**src/rtl/call_seq_pkg.sv**
```systemverilog
package call_seq_pkg;
  parameter int unsigned DATA_W   = 8;
  parameter int unsigned ADDR_W   = 2 * DATA_W;
  parameter int unsigned NREG     = 32;
  parameter int unsigned REG_AW   = $clog2(NREG);
  parameter int unsigned UOP_MAX  = 20;
  parameter int unsigned CNT_W    = $clog2(UOP_MAX + 1);
  parameter logic [ADDR_W-1:0] CALL_OPC = 16'h940E;

  typedef enum logic [2:0] {
    BS_NONE, BS_PC, BS_SP, BS_MDR, BS_REG, BS_PC_LO, BS_PC_HI
  } bus_src_e;

  typedef enum logic [2:0] {
    BD_NONE, BD_MAR, BD_IR_HI, BD_IR_LO, BD_MDR, BD_REG, BD_PC_HI, BD_PC_LO
  } bus_dst_e;

  typedef struct packed {
    bus_src_e          src;
    bus_dst_e          dst;
    logic [REG_AW-1:0] ra;
    logic              pc_inc;
    logic              sp_dec;
    logic              mem_re;
    logic              mem_we;
  } ctl_t;

  typedef enum logic [1:0] {ST_IDLE, ST_RUN, ST_ILL} state_e;
endpackage

```
**src/rtl/call_seq_regfile.sv**
```systemverilog
module call_seq_regfile
  import call_seq_pkg::*;
#(
  parameter int unsigned W  = DATA_W,
  parameter int unsigned N  = NREG,
  localparam int unsigned AW = $clog2(N)
) (
  input  logic          clk_i,
  input  logic          rst_ni,
  input  logic [AW-1:0] addr_i,
  input  logic          we_i,
  input  logic [W-1:0]  wdata_i,
  output logic [W-1:0]  rdata_o
);
  logic [W-1:0] regs_q [N];

  // single port: one address shared by read and write
  always_ff @(posedge clk_i or negedge rst_ni) begin
    if (!rst_ni) begin
      for (int i = 0; i < int'(N); i++) regs_q[i] <= '0;
    end else if (we_i) begin
      regs_q[addr_i] <= wdata_i;
    end
  end

  assign rdata_o = regs_q[addr_i];
endmodule

```
**src/rtl/call_seq_ctrl.sv**
```systemverilog
module call_seq_ctrl
  import call_seq_pkg::*;
(
  input  logic              clk_i,
  input  logic              rst_ni,
  input  logic              start_i,
  input  logic [ADDR_W-1:0] ir_i,
  output ctl_t              ctl_o,
  output logic              load_o,
  output logic              busy_o,
  output logic              done_o,
  output logic              illegal_o,
  output logic [CNT_W-1:0]  uop_cnt_o
);
  state_e           state_q;
  logic [CNT_W-1:0] cnt_q;
  logic [CNT_W-1:0] uop;
  logic             done_q, ill_q, opc_bad, accept, halt;

  assign uop     = cnt_q + CNT_W'(1);
  assign opc_bad = (ir_i != CALL_OPC);
  assign accept  = start_i && (state_q != ST_RUN);
  assign halt    = (state_q == ST_RUN) && (uop == CNT_W'(7)) && opc_bad;

  always_comb begin
    ctl_o = '0;
    ctl_o.src = BS_NONE;
    ctl_o.dst = BD_NONE;
    if (state_q == ST_RUN && !halt) begin
      unique case (uop)
        CNT_W'(1), CNT_W'(4), CNT_W'(7), CNT_W'(10): begin
          ctl_o.src = BS_PC; ctl_o.dst = BD_MAR; ctl_o.pc_inc = 1'b1;
        end
        CNT_W'(2), CNT_W'(5), CNT_W'(8), CNT_W'(11): ctl_o.mem_re = 1'b1;
        CNT_W'(3):  begin ctl_o.src = BS_MDR; ctl_o.dst = BD_IR_HI; end
        CNT_W'(6):  begin ctl_o.src = BS_MDR; ctl_o.dst = BD_IR_LO; end
        CNT_W'(9):  begin ctl_o.src = BS_MDR; ctl_o.dst = BD_REG; ctl_o.ra = REG_AW'(1); end
        CNT_W'(12): begin ctl_o.src = BS_MDR; ctl_o.dst = BD_REG; ctl_o.ra = REG_AW'(0); end
        CNT_W'(13), CNT_W'(16): begin ctl_o.src = BS_SP; ctl_o.dst = BD_MAR; end
        CNT_W'(14): begin ctl_o.src = BS_PC_LO; ctl_o.dst = BD_MDR; ctl_o.sp_dec = 1'b1; end
        CNT_W'(17): begin ctl_o.src = BS_PC_HI; ctl_o.dst = BD_MDR; ctl_o.sp_dec = 1'b1; end
        CNT_W'(15), CNT_W'(18): ctl_o.mem_we = 1'b1;
        CNT_W'(19): begin ctl_o.src = BS_REG; ctl_o.dst = BD_PC_HI; ctl_o.ra = REG_AW'(1); end
        CNT_W'(20): begin ctl_o.src = BS_REG; ctl_o.dst = BD_PC_LO; ctl_o.ra = REG_AW'(0); end
        default: ;
      endcase
    end
  end

  always_ff @(posedge clk_i or negedge rst_ni) begin
    if (!rst_ni) begin
      state_q <= ST_IDLE;
      cnt_q   <= '0;
      done_q  <= 1'b0;
      ill_q   <= 1'b0;
    end else begin
      done_q <= 1'b0;
      if (accept) begin
        state_q <= ST_RUN;
        cnt_q   <= '0;
        ill_q   <= 1'b0;
      end else if (halt) begin
        state_q <= ST_ILL;
        ill_q   <= 1'b1;
      end else if (state_q == ST_RUN) begin
        cnt_q <= uop;
        if (uop == CNT_W'(UOP_MAX)) begin
          state_q <= ST_IDLE;
          done_q  <= 1'b1;
        end
      end
    end
  end

  assign load_o    = accept;
  assign busy_o    = (state_q == ST_RUN);
  assign done_o    = done_q;
  assign illegal_o = ill_q;
  assign uop_cnt_o = cnt_q;

  p_cnt_max_r8: assert property (@(posedge clk_i) disable iff (!rst_ni)
    uop_cnt_o <= CNT_W'(UOP_MAX));
  p_done_cnt_r8: assert property (@(posedge clk_i) disable iff (!rst_ni)
    done_o |-> uop_cnt_o == CNT_W'(UOP_MAX));
  p_done_pulse_r7: assert property (@(posedge clk_i) disable iff (!rst_ni)
    done_o |=> !done_o);
  p_ill_quiet_r3: assert property (@(posedge clk_i) disable iff (!rst_ni)
    illegal_o |-> (!ctl_o.mem_we && !ctl_o.sp_dec && !busy_o));
  p_busy_keep_r9: assert property (@(posedge clk_i) disable iff (!rst_ni)
    (busy_o && start_i && uop_cnt_o < CNT_W'(6)) |=> (uop_cnt_o == $past(uop_cnt_o) + CNT_W'(1)));
endmodule

```
**src/rtl/call_seq_dp.sv**
```systemverilog
module call_seq_dp
  import call_seq_pkg::*;
(
  input  logic              clk_i,
  input  logic              rst_ni,
  input  ctl_t              ctl_i,
  input  logic              load_i,
  input  logic [ADDR_W-1:0] start_pc_i,
  input  logic [ADDR_W-1:0] start_sp_i,
  input  logic [DATA_W-1:0] mem_rdata_i,
  output logic [ADDR_W-1:0] mar_o,
  output logic [DATA_W-1:0] mdr_o,
  output logic [ADDR_W-1:0] ir_o,
  output logic [ADDR_W-1:0] pc_o,
  output logic [ADDR_W-1:0] sp_o
);
  logic [ADDR_W-1:0] pc_q, sp_q, mar_q, ir_q, bus;
  logic [DATA_W-1:0] mdr_q, rf_rdata;

  always_comb begin
    unique case (ctl_i.src)
      BS_PC:    bus = pc_q;
      BS_SP:    bus = sp_q;
      BS_MDR:   bus = ADDR_W'(mdr_q);
      BS_REG:   bus = ADDR_W'(rf_rdata);
      BS_PC_LO: bus = ADDR_W'(pc_q[DATA_W-1:0]);
      BS_PC_HI: bus = ADDR_W'(pc_q[ADDR_W-1:DATA_W]);
      default:  bus = '0;
    endcase
  end

  call_seq_regfile u_rf (
    .clk_i   (clk_i),
    .rst_ni  (rst_ni),
    .addr_i  (ctl_i.ra),
    .we_i    (ctl_i.dst == BD_REG),
    .wdata_i (bus[DATA_W-1:0]),
    .rdata_o (rf_rdata)
  );

  always_ff @(posedge clk_i or negedge rst_ni) begin
    if (!rst_ni) begin
      pc_q  <= '0;
      sp_q  <= '0;
      mar_q <= '0;
      ir_q  <= '0;
      mdr_q <= '0;
    end else if (load_i) begin
      pc_q <= start_pc_i;
      sp_q <= start_sp_i;
    end else begin
      if (ctl_i.pc_inc) pc_q <= pc_q + ADDR_W'(1);
      if (ctl_i.sp_dec) sp_q <= sp_q - ADDR_W'(1);
      if (ctl_i.mem_re) mdr_q <= mem_rdata_i;
      unique case (ctl_i.dst)
        BD_MAR:   mar_q <= bus;
        BD_IR_HI: ir_q[ADDR_W-1:DATA_W] <= bus[DATA_W-1:0];
        BD_IR_LO: ir_q[DATA_W-1:0] <= bus[DATA_W-1:0];
        BD_MDR:   mdr_q <= bus[DATA_W-1:0];
        BD_PC_HI: pc_q[ADDR_W-1:DATA_W] <= bus[DATA_W-1:0];
        BD_PC_LO: pc_q[DATA_W-1:0] <= bus[DATA_W-1:0];
        default: ;
      endcase
    end
  end

  assign mar_o = mar_q;
  assign mdr_o = mdr_q;
  assign ir_o  = ir_q;
  assign pc_o  = pc_q;
  assign sp_o  = sp_q;

  p_push_at_sp_r4: assert property (@(posedge clk_i) disable iff (!rst_ni)
    ctl_i.mem_we |-> (mar_q == sp_q + ADDR_W'(1)));
endmodule

```
**src/rtl/call_seq_core.sv**
```systemverilog
module call_seq_core
  import call_seq_pkg::*;
(
  input  logic              clk_i,
  input  logic              rst_ni,
  input  logic              start_i,
  input  logic [ADDR_W-1:0] start_pc_i,
  input  logic [ADDR_W-1:0] start_sp_i,
  output logic [ADDR_W-1:0] mem_addr_o,
  output logic              mem_re_o,
  output logic              mem_we_o,
  output logic [DATA_W-1:0] mem_wdata_o,
  input  logic [DATA_W-1:0] mem_rdata_i,
  output logic [ADDR_W-1:0] pc_o,
  output logic [ADDR_W-1:0] sp_o,
  output logic              busy_o,
  output logic              done_o,
  output logic              illegal_o,
  output logic [CNT_W-1:0]  uop_cnt_o
);
  ctl_t              ctl;
  logic              load;
  logic [ADDR_W-1:0] ir;

  call_seq_ctrl u_ctrl (
    .clk_i     (clk_i),
    .rst_ni    (rst_ni),
    .start_i   (start_i),
    .ir_i      (ir),
    .ctl_o     (ctl),
    .load_o    (load),
    .busy_o    (busy_o),
    .done_o    (done_o),
    .illegal_o (illegal_o),
    .uop_cnt_o (uop_cnt_o)
  );

  call_seq_dp u_dp (
    .clk_i       (clk_i),
    .rst_ni      (rst_ni),
    .ctl_i       (ctl),
    .load_i      (load),
    .start_pc_i  (start_pc_i),
    .start_sp_i  (start_sp_i),
    .mem_rdata_i (mem_rdata_i),
    .mar_o       (mem_addr_o),
    .mdr_o       (mem_wdata_o),
    .ir_o        (ir),
    .pc_o        (pc_o),
    .sp_o        (sp_o)
  );

  assign mem_re_o = ctl.mem_re;
  assign mem_we_o = ctl.mem_we;

  p_mem_excl_r10: assert property (@(posedge clk_i) disable iff (!rst_ni)
    !(mem_re_o && mem_we_o));
  p_ill_hold_r3: assert property (@(posedge clk_i) disable iff (!rst_ni)
    (illegal_o && !start_i) |=> (illegal_o && $stable(sp_o)));
endmodule

```
**config.mk**
```make
export PLATFORM = sky130hd
export DESIGN_NAME = call_seq_core
export DESIGN_NICKNAME = d
export VERILOG_FILES = /design/src/rtl/call_seq_pkg.sv /design/src/rtl/call_seq_regfile.sv /design/src/rtl/call_seq_ctrl.sv /design/src/rtl/call_seq_dp.sv /design/src/rtl/call_seq_core.sv
export SDC_FILE = /design/constraint.sdc
export NUM_CORES = 1
export LEC_CHECK = 0
export CAP_MARGIN = 0
export CORE_UTILIZATION = 55
export CTS_CLUSTER_SIZE = 40
export DETAILED_ROUTE_END_ITERATION = 8
export PLACE_DENSITY_LB_ADDON = 0.12
export SLEW_MARGIN = 15
export SYNTH_ARGS = -nofsm -noshare
export SYNTH_HDL_FRONTEND = slang
export SYNTH_SLANG_ARGS = --single-unit
```
**constraint.sdc**
```tcl
create_clock -name clk_i -period 5 [get_ports clk_i]
set_clock_uncertainty 0.05 [all_clocks]
set_input_delay 1.25 -clock clk_i [delete_from_list [all_inputs] [get_ports clk_i]]
set_output_delay 1.25 -clock clk_i [all_outputs]
set_load 0.01 [all_outputs]
```
# ---- Word-level counts from Yosys, hierarchy flattened
# Index checks and enable logic that the tools add are counted.
dict set report totals {
  register_bits 337
  inputBits 43
  output_inout_bits 66
  elab_cells 149
}
dict set report classes {
  add_sub_neg 3
  magnitude_cmp 2
  eq_ne 37
  n_mux 35
  bitwise 2
  n_reduce_logical 27
}
# op count
set op_table {}
lappend op_table {{256-bit bitwise mux} 1}
lappend op_table {{16-bit one-hot mux with 6 select lines} 1}
lappend op_table {{16-bit 2-to-1 mux} 4}
lappend op_table {{8-bit 2-to-1 mux} 7}
lappend op_table {{6-bit one-hot mux with 9 select lines} 1}
lappend op_table {{8-bit binary-select mux with 5-bit select} 1}
lappend op_table {{8-bit demux with 5-bit select} 1}
lappend op_table {{5-bit by 4-bit == test with 1-bit output, second input constant} 8}
lappend op_table {{5-bit == test, second input constant} 5}
lappend op_table {{3-bit == test, second input constant} 7}
lappend op_table {{5-bit by 3-bit == test with 1-bit output, second input constant} 4}
lappend op_table {{16-bit by 1-bit adder with 16-bit output, second input constant} 1}
lappend op_table {{16-bit != test, second input constant} 1}
lappend op_table {{16-bit by 1-bit subtractor with 16-bit output, second input constant} 1}
lappend op_table {{15-bit 2-to-1 mux} 1}
lappend op_table {{5-bit 2-to-1 mux} 3}
lappend op_table {{3-bit by 2-bit == test with 1-bit output, second input constant} 4}
lappend op_table {{2-bit AND reduction} 6}
lappend op_table {{3-bit nonzero test} 4}
lappend op_table {{1-bit 2-to-1 mux} 11}
lappend op_table {{5-bit by 2-bit == test with 1-bit output, second input constant} 2}
lappend op_table {{2-bit OR reduction} 5}
lappend op_table {{2-bit 2-to-1 mux} 4}
lappend op_table {{2-bit nonzero test} 4}
lappend op_table {{13 further kinds} 19}

# ---- Depth between registers and ports, before layout
dict set report logic_depth {
  depth_word 14
  depth_mapped 14
  depth_no_buf 10
}

# ---- Hierarchy
# A second synthesis with hierarchy kept.
dict set report hier_totals {
  hier_cells 1409
  area_unflattened_um2 17072.6
}
# module instances cells_each area_each_um2 seq_area_each_um2
set by_module_without_submodules {}
lappend by_module_without_submodules {call_seq_regfile 1 857 11932.7 6406.1}
lappend by_module_without_submodules {call_seq_dp 1 433 4065.1 1801.7}
lappend by_module_without_submodules {call_seq_ctrl 1 119 1074.8 225.2}

# ---- Worst setup path before layout
# No wires, ideal clock.
dict set report synth_timing {
  path_kind {flip-flop to flip-flop}
  from {register u_ctrl.cnt_q[0], in the netlist u_ctrl.uop_cnt_o[0]}
  to {register u_dp.pc_q[0], in the netlist u_dp.pc_o[0]}
  setup_time_ns 0.152
  arrival_ns 3.130
  t_required_ns 4.798
  setup_slack_ns 1.668
  path_stages_with_launch 13
  period_less_slack_ns 3.332
  cell_sequence {dfrtp_1 > ha_1 > buf_4 > xnor2_1 > buf_2 > nand2_1 > a211o_1 > and2_1 > buf_4 > a2111oi_0 > o31ai_1 > a221oi_2 > a221oi_1}
}
dict set report synth_between {
  elab_chain_cells 14
  word_cells_on_any_way 42
}
# item line
set synth_lines {}
lappend synth_lines {{start: declaration} call_seq_ctrl.sv:16} ;# logic [CNT_W-1:0] cnt_q;
lappend synth_lines {{start signal: assignment} call_seq_ctrl.sv:66} ;# cnt_q <= uop;
lappend synth_lines {{5-bit by 1-bit adder with 5-bit output *} call_seq_ctrl.sv:20} ;# assign uop = cnt_q + CNT_W'(1);
lappend synth_lines {{5-bit by 3-bit == test with 1-bit output} {call_seq_ctrl.sv:23, call_seq_ctrl.sv:30}}
lappend synth_lines {{1-bit logical AND (2 in series)} call_seq_ctrl.sv:23} ;# assign halt = (state_q == ST_RUN) && (uop == CNT_W'(7)) && opc_bad;
lappend synth_lines {{1-bit logical NOT} call_seq_ctrl.sv:29} ;# if (state_q == ST_RUN && !halt) begin
lappend synth_lines {{1-bit logical AND} call_seq_ctrl.sv:29}
lappend synth_lines {{15-bit 2-to-1 mux *} call_seq_ctrl.sv:29}
lappend synth_lines {{5-bit inverter with 6-bit output (not written as such)} call_seq_regfile.sv:26} ;# assign rdata_o = regs_q[addr_i];
lappend synth_lines {{8-bit binary-select mux with 5-bit select} call_seq_regfile.sv:26}
lappend synth_lines {{8-bit 2-to-1 mux (not written as such) (2 in series)} call_seq_regfile.sv:26}
lappend synth_lines {{16-bit one-hot mux with 6 select lines} call_seq_dp.sv:21} ;# unique case (ctl_i.src)
lappend synth_lines {{8-bit 2-to-1 mux} call_seq_dp.sv:55} ;# unique case (ctl_i.dst)
lappend synth_lines {{16-bit 2-to-1 mux} call_seq_dp.sv:48} ;# end else if (load_i) begin
lappend synth_lines {{end signal: assignment} call_seq_dp.sv:49} ;# pc_q <= start_pc_i;
lappend synth_lines {{end signal: assignment} call_seq_dp.sv:52} ;# if (ctl_i.pc_inc) pc_q <= pc_q + ADDR_W'(1);
lappend synth_lines {{end signal: indexed assignment} call_seq_dp.sv:60} ;# BD_PC_HI: pc_q[ADDR_W-1:DATA_W] <= bus[DATA_W-1:0];
lappend synth_lines {{end: declaration} call_seq_dp.sv:17} ;# logic [ADDR_W-1:0] pc_q, sp_q, mar_q, ir_q, bus;
# Every way passes the cells marked *; elsewhere a longest branch is shown, timed or not. The select of a mux whose other input is x is not followed.
# A chain may end at the register's enable or synchronous reset.

# ---- Worst setup path after layout
dict set report layout_timing {
  from {register u_ctrl.cnt_q[0], in the netlist u_ctrl.uop_cnt_o[0]}
  to {output mem_re_o}
}
dict set report layout_between {
  elab_chain_cells 7
  word_cells_on_any_way 13
}
# item line
set layout_lines {}
lappend layout_lines {{5-bit by 1-bit adder with 5-bit output *} call_seq_ctrl.sv:20}
lappend layout_lines {{5-bit by 3-bit == test with 1-bit output} call_seq_ctrl.sv:23}
lappend layout_lines {{1-bit logical AND (2 in series)} call_seq_ctrl.sv:23}
lappend layout_lines {{1-bit logical NOT} call_seq_ctrl.sv:29}
lappend layout_lines {{1-bit logical AND} call_seq_ctrl.sv:29}
lappend layout_lines {{15-bit 2-to-1 mux *} call_seq_ctrl.sv:29}
lappend layout_lines {{end: declaration} call_seq_core.sv:10} ;# output logic mem_re_o,
# Every way passes the cells marked *; elsewhere a longest branch is shown, timed or not.

==> results.md <==
- The largest voltage drop on the vdd net is 0.000446 V.
- The path class of the tightest hold or removal check is reg -> reg.
- The number of cell rows is 36.
- 0 antenna diodes ended up in the layout.
- In the post-synthesis netlist, the biggest area contributors are dfrtp_1 (43%), nand2_1 (6.5%), o21ai_0 (4.2%).
- The overall die height is 103 µm.
- The number of DRC violations after detailed routing is 0.
- The final layout contains routed wiring with a total length of 16.7 mm.
- The pre-antenna-repair detailed-routing pass consisted of 5 iterations.
- The run finished with clean final reports.
- TritonCTS built the clock tree.
- The congestion estimate from routability-driven global placement came to 0.955.
- Cells with a size suffix above 1 make up 7.50% of the layout.
- The total leakage power is 2.95 nW.
- The worst path needs 4.63 ns of the cycle, external delays included.
- In the final routed layout, each cell accounts on average for 19.3 µm.
- The initial antenna violation count came to 0.
- Leaving out fill and tap cells, the most frequent cells in the layout are clkdlybuf4s50_1 (107), nand2_1 (97), dfrtp_1 (97).
- The cell sitting at the root of the clock tree is a clkbuf_8.
- After clock tree synthesis, the clock-pin slew on the worst setup and hold paths is 0.11 ns.
- The most frequent standard cell in the layout excluding fill and tap cells is clkdlybuf4s50_1.
- The remaining antenna violation count is 0.
- The sequential area share after synthesis is 43.1%.
- Registers are responsible for 29.2% of the overall power.
- STA classifies the critical path startpoint as a flop.
- CTS saw 97 sinks.
- The transition time at the pin with the least slew margin is 0.997 ns.
- The library cell with the largest summed area after synthesis is dfrtp_1.
- The top fanout value on the critical path is 15.
- The first routing iteration left 463 violations.
- The floorplan step defined a core boundary enclosing 9860 µm².
- The H-tree was split into 3 levels.
- The fraction of synthesized cell area taken by the top area cell type is 43.1%.
- The number of setup violations in the final report is 0.
- The synthesized design contains 97 register bits.
- The data arrival time at the worst-slack endpoint is 3.33 ns.
- The most used flip-flop cell after synthesis is dfrtp_1.
- The portion of total power attributed to combinational logic is 62.0%.
- The layout overhead on the synthesized area is 24.7%.
- The reported max-cap violation count is 0.
- The number of enable flip-flop cells after synthesis is 0.
- The kind of capture point of the worst setup path is an output pin.
- The total overflow reported by the global router is 0.
- During synthesis, Yosys emitted a total of 0 warnings.
- The overall fraction of global-route tracks in use is 33.3%.
- The number of nets produced by synthesis is 682.
- The setup path with the least slack is of type reg -> out.
- The fraction of registers with async set or reset after synthesis is 100%.
- The final clock period utilization by the worst path is 92.7%.
- The number of max-slew violations in the final report is 0.
- The vias per cell is 6.13.
- Averaged over all synthesized cells, the footprint is 8.92 µm².
- The worst register-to-register path has a setup slack of 0.80 ns.
- The total power density per cell area is 801 nW/µm².
- The TritonCTS buffer count is 9.
- The area of the die is 10,700 µm².
- The via count of the first global-routing pass is 5,080.
- Setup repair after global routing left no endpoint under its margin.
- At the worst endpoint, the required time is 3.70 ns.
- The switching component of the power is 2.78 mW.
- The count of unique library cells instantiated by Yosys is 63.
- Detailed routing inserted a total of 5,306 vias.
- At the end of the flow, the number of nets in the layout was 778.
- Of the total power, the share spent switching nets is 49.3%.
- The worst max-slew margin expressed relative to the limit is 32.8%.
- For this configuration, the core starts out at a cell density of 57.1%.
- After filler insertion, the fill cell instance count of the layout stands at 766.
- The die is 103 µm wide.
- The number of standard cells after synthesis is 632.
- The sum of negative setup slack is 0 ns.
- The first global-routing pass estimated 26.4 mm of wire.
- The final hold violation count was 0.
- The maximum number of buffers from clock root to sink is 2.
- The total internal power is 2.85 mW.
- The maximum number of pins on one net before global-route repair is 71.
- The number of non-filler instances in the completed layout is 866.
- The number of ports placed on the die boundary is 109.
- The worst-skew pair later-pin latency is 0.38 ns.
- Detailed placement finished with a half-perimeter wire length of 12.4 mm.
- In this run, post-CTS hold repair placed 0 buffers.
- The maximum clock frequency is 216 MHz.
- During placement, the flow inserted port buffers numbering 108.
- The clock share of power is 8.8%.
- The synthesized netlist occupies a cell area of 5640 µm².
- The cell count after placement is 850.
==> kinds of logic after synthesis <==
| kind of cell | count (synthesis) | synth area share [%] |
|---|---|---|
| mux | 21 | 3.93 |
| compound gates | 177 | 21.6 |
| buf+inv | 51 | 3.71 |
| xor+xnor | 34 | 5.42 |
| fa+ha+maj | 7 | 1.55 |
| flops | 97 | 43.1 |
| simple gates | 245 | 20.7 |
==> sequential cells by signal, summed over array words and instances, names as in the netlist <==
register and cells:
u_dp.ir_o 16, u_ctrl.illegal_o 1, u_ctrl.uop_cnt_o 5, u_ctrl.state_q 2, u_dp.mar_o 16, u_ctrl.done_o 1
u_dp.sp_o 16, u_dp.pc_o 16, u_dp.u_rf.regs_q 16, u_dp.mdr_o 8
==> worst paths after layout <==
check                                    start                     to  cells past startpoint
setup / recovery           u_ctrl.uop_cnt_o[0]               mem_re_o                      8
max in group asynchronous               rst_ni           u_dp.sp_o[8]                      2
setup reg to reg           u_ctrl.uop_cnt_o[0]  u_dp.u_rf.regs_q[247]                     10
min in group asynchronous               rst_ni          u_ctrl.done_o                      1
hold reg to reg                 u_dp.mar_o[14]         u_dp.mar_o[14]                      2
hold / removal                  u_dp.mar_o[14]         u_dp.mar_o[14]                      2
==> power by group through the flow <==
| stage | clock network (mW) | logic, mW | registers (mW) |
|---|---|---|---|
| after floorplan | 0 | 2.08 | 1.60 |
| after global placement | 0 | 3.35 | 1.64 |
| after detailed placement | 0 | 3.42 | 1.65 |
| after CTS | 0.504 | 3.44 | 1.63 |
| after global routing | 0.533 | 3.82 | 1.69 |
| final | 0.497 | 3.49 | 1.64 |
==> critical path: stages (launching register included) <==
cell,delay [ns]
dfrtp_1,0.55
ha_2,0.46
nor2b_1,0.13
a211oi_2,0.39
o41a_1,0.37
nand3_1,0.18
buf_4,0.23
inv_1,0.09
clkdlybuf4s50_1,0.55
==> cells in the mapped netlist (6+ instances only) <==
cell      number
a211oi_1      11
a21oi_1       41
a22o_1         6
a22oi_1       15
and3_1        11
buf_1          6
buf_2          8
clkbuf_1      21
dfrtp_1       97
ha_1           7
inv_1         14
mux2_2         9
mux2i_1       12
nand2_1       97
nand3_1       22
nor2_1        55
nor3_1        14
o21ai_0       47
o221ai_1       6
xnor2_1       20
xor2_1        13
==> what timing repair did <==
item / CTS / global route
resized for setup: 0 / 1
endpoints found under the hold margin: 0 / 0
setup endpoints to repair: 0 / 1
setup buffers: 0 / 0
==> metrics by stage <==
| stage | hold WS (ns) | power [mW] | setup WS (ns) | utilization [%] | cell area [µm²] |
|---|---|---|---|---|---|
| 2_1_floorplan | 0.394 | 3.67 | 1.67 | - | 5640 |
| 3_3_place_gp | 0.407 | 4.99 | 0.801 | 69.3 | 6840 |
| 3_5_place_dp | 0.413 | 5.07 | 0.633 | 69.3 | 6840 |
| 4_1_cts | 0.437 | 5.58 | 0.202 | 71.2 | 7030 |
| 5_1_grt | 0.463 | 6.04 | 0.193 | 71.3 | 7030 |
| 6_report | 0.433 | 5.63 | 0.366 | 71.3 | 7030 |
==> cell type report <==
| cell class | count | area, µm² | share of cell area, % |
|---|---|---|---|
| Clock inverter | 7 | 62.6 | 0.890 |
| Sequential cell | 97 | 2430 | 34.5 |
| Inverter | 14 | 52.6 | 0.748 |
| Tap cell | 133 | 166 | 2.37 |
| Multi-Input combinational cell | 484 | 3010 | 42.9 |
| Clock buffer | 9 | 124 | 1.76 |
| Timing Repair Buffer | 122 | 1180 | 16.8 |
==> layer usage <==
layer | track usage [%] | up-vias | share of wire [%]
met3 | 6.79 | 34 | 7.6
met4 | 11.2 | 0 | 2.2
li1 | - | 2474 | -
met1 | 47.5 | 2534 | 44
met2 | 51.1 | 264 | 46
met5 | 0 | - | 0
Note: power is estimated with default switching activity, not from simulation.
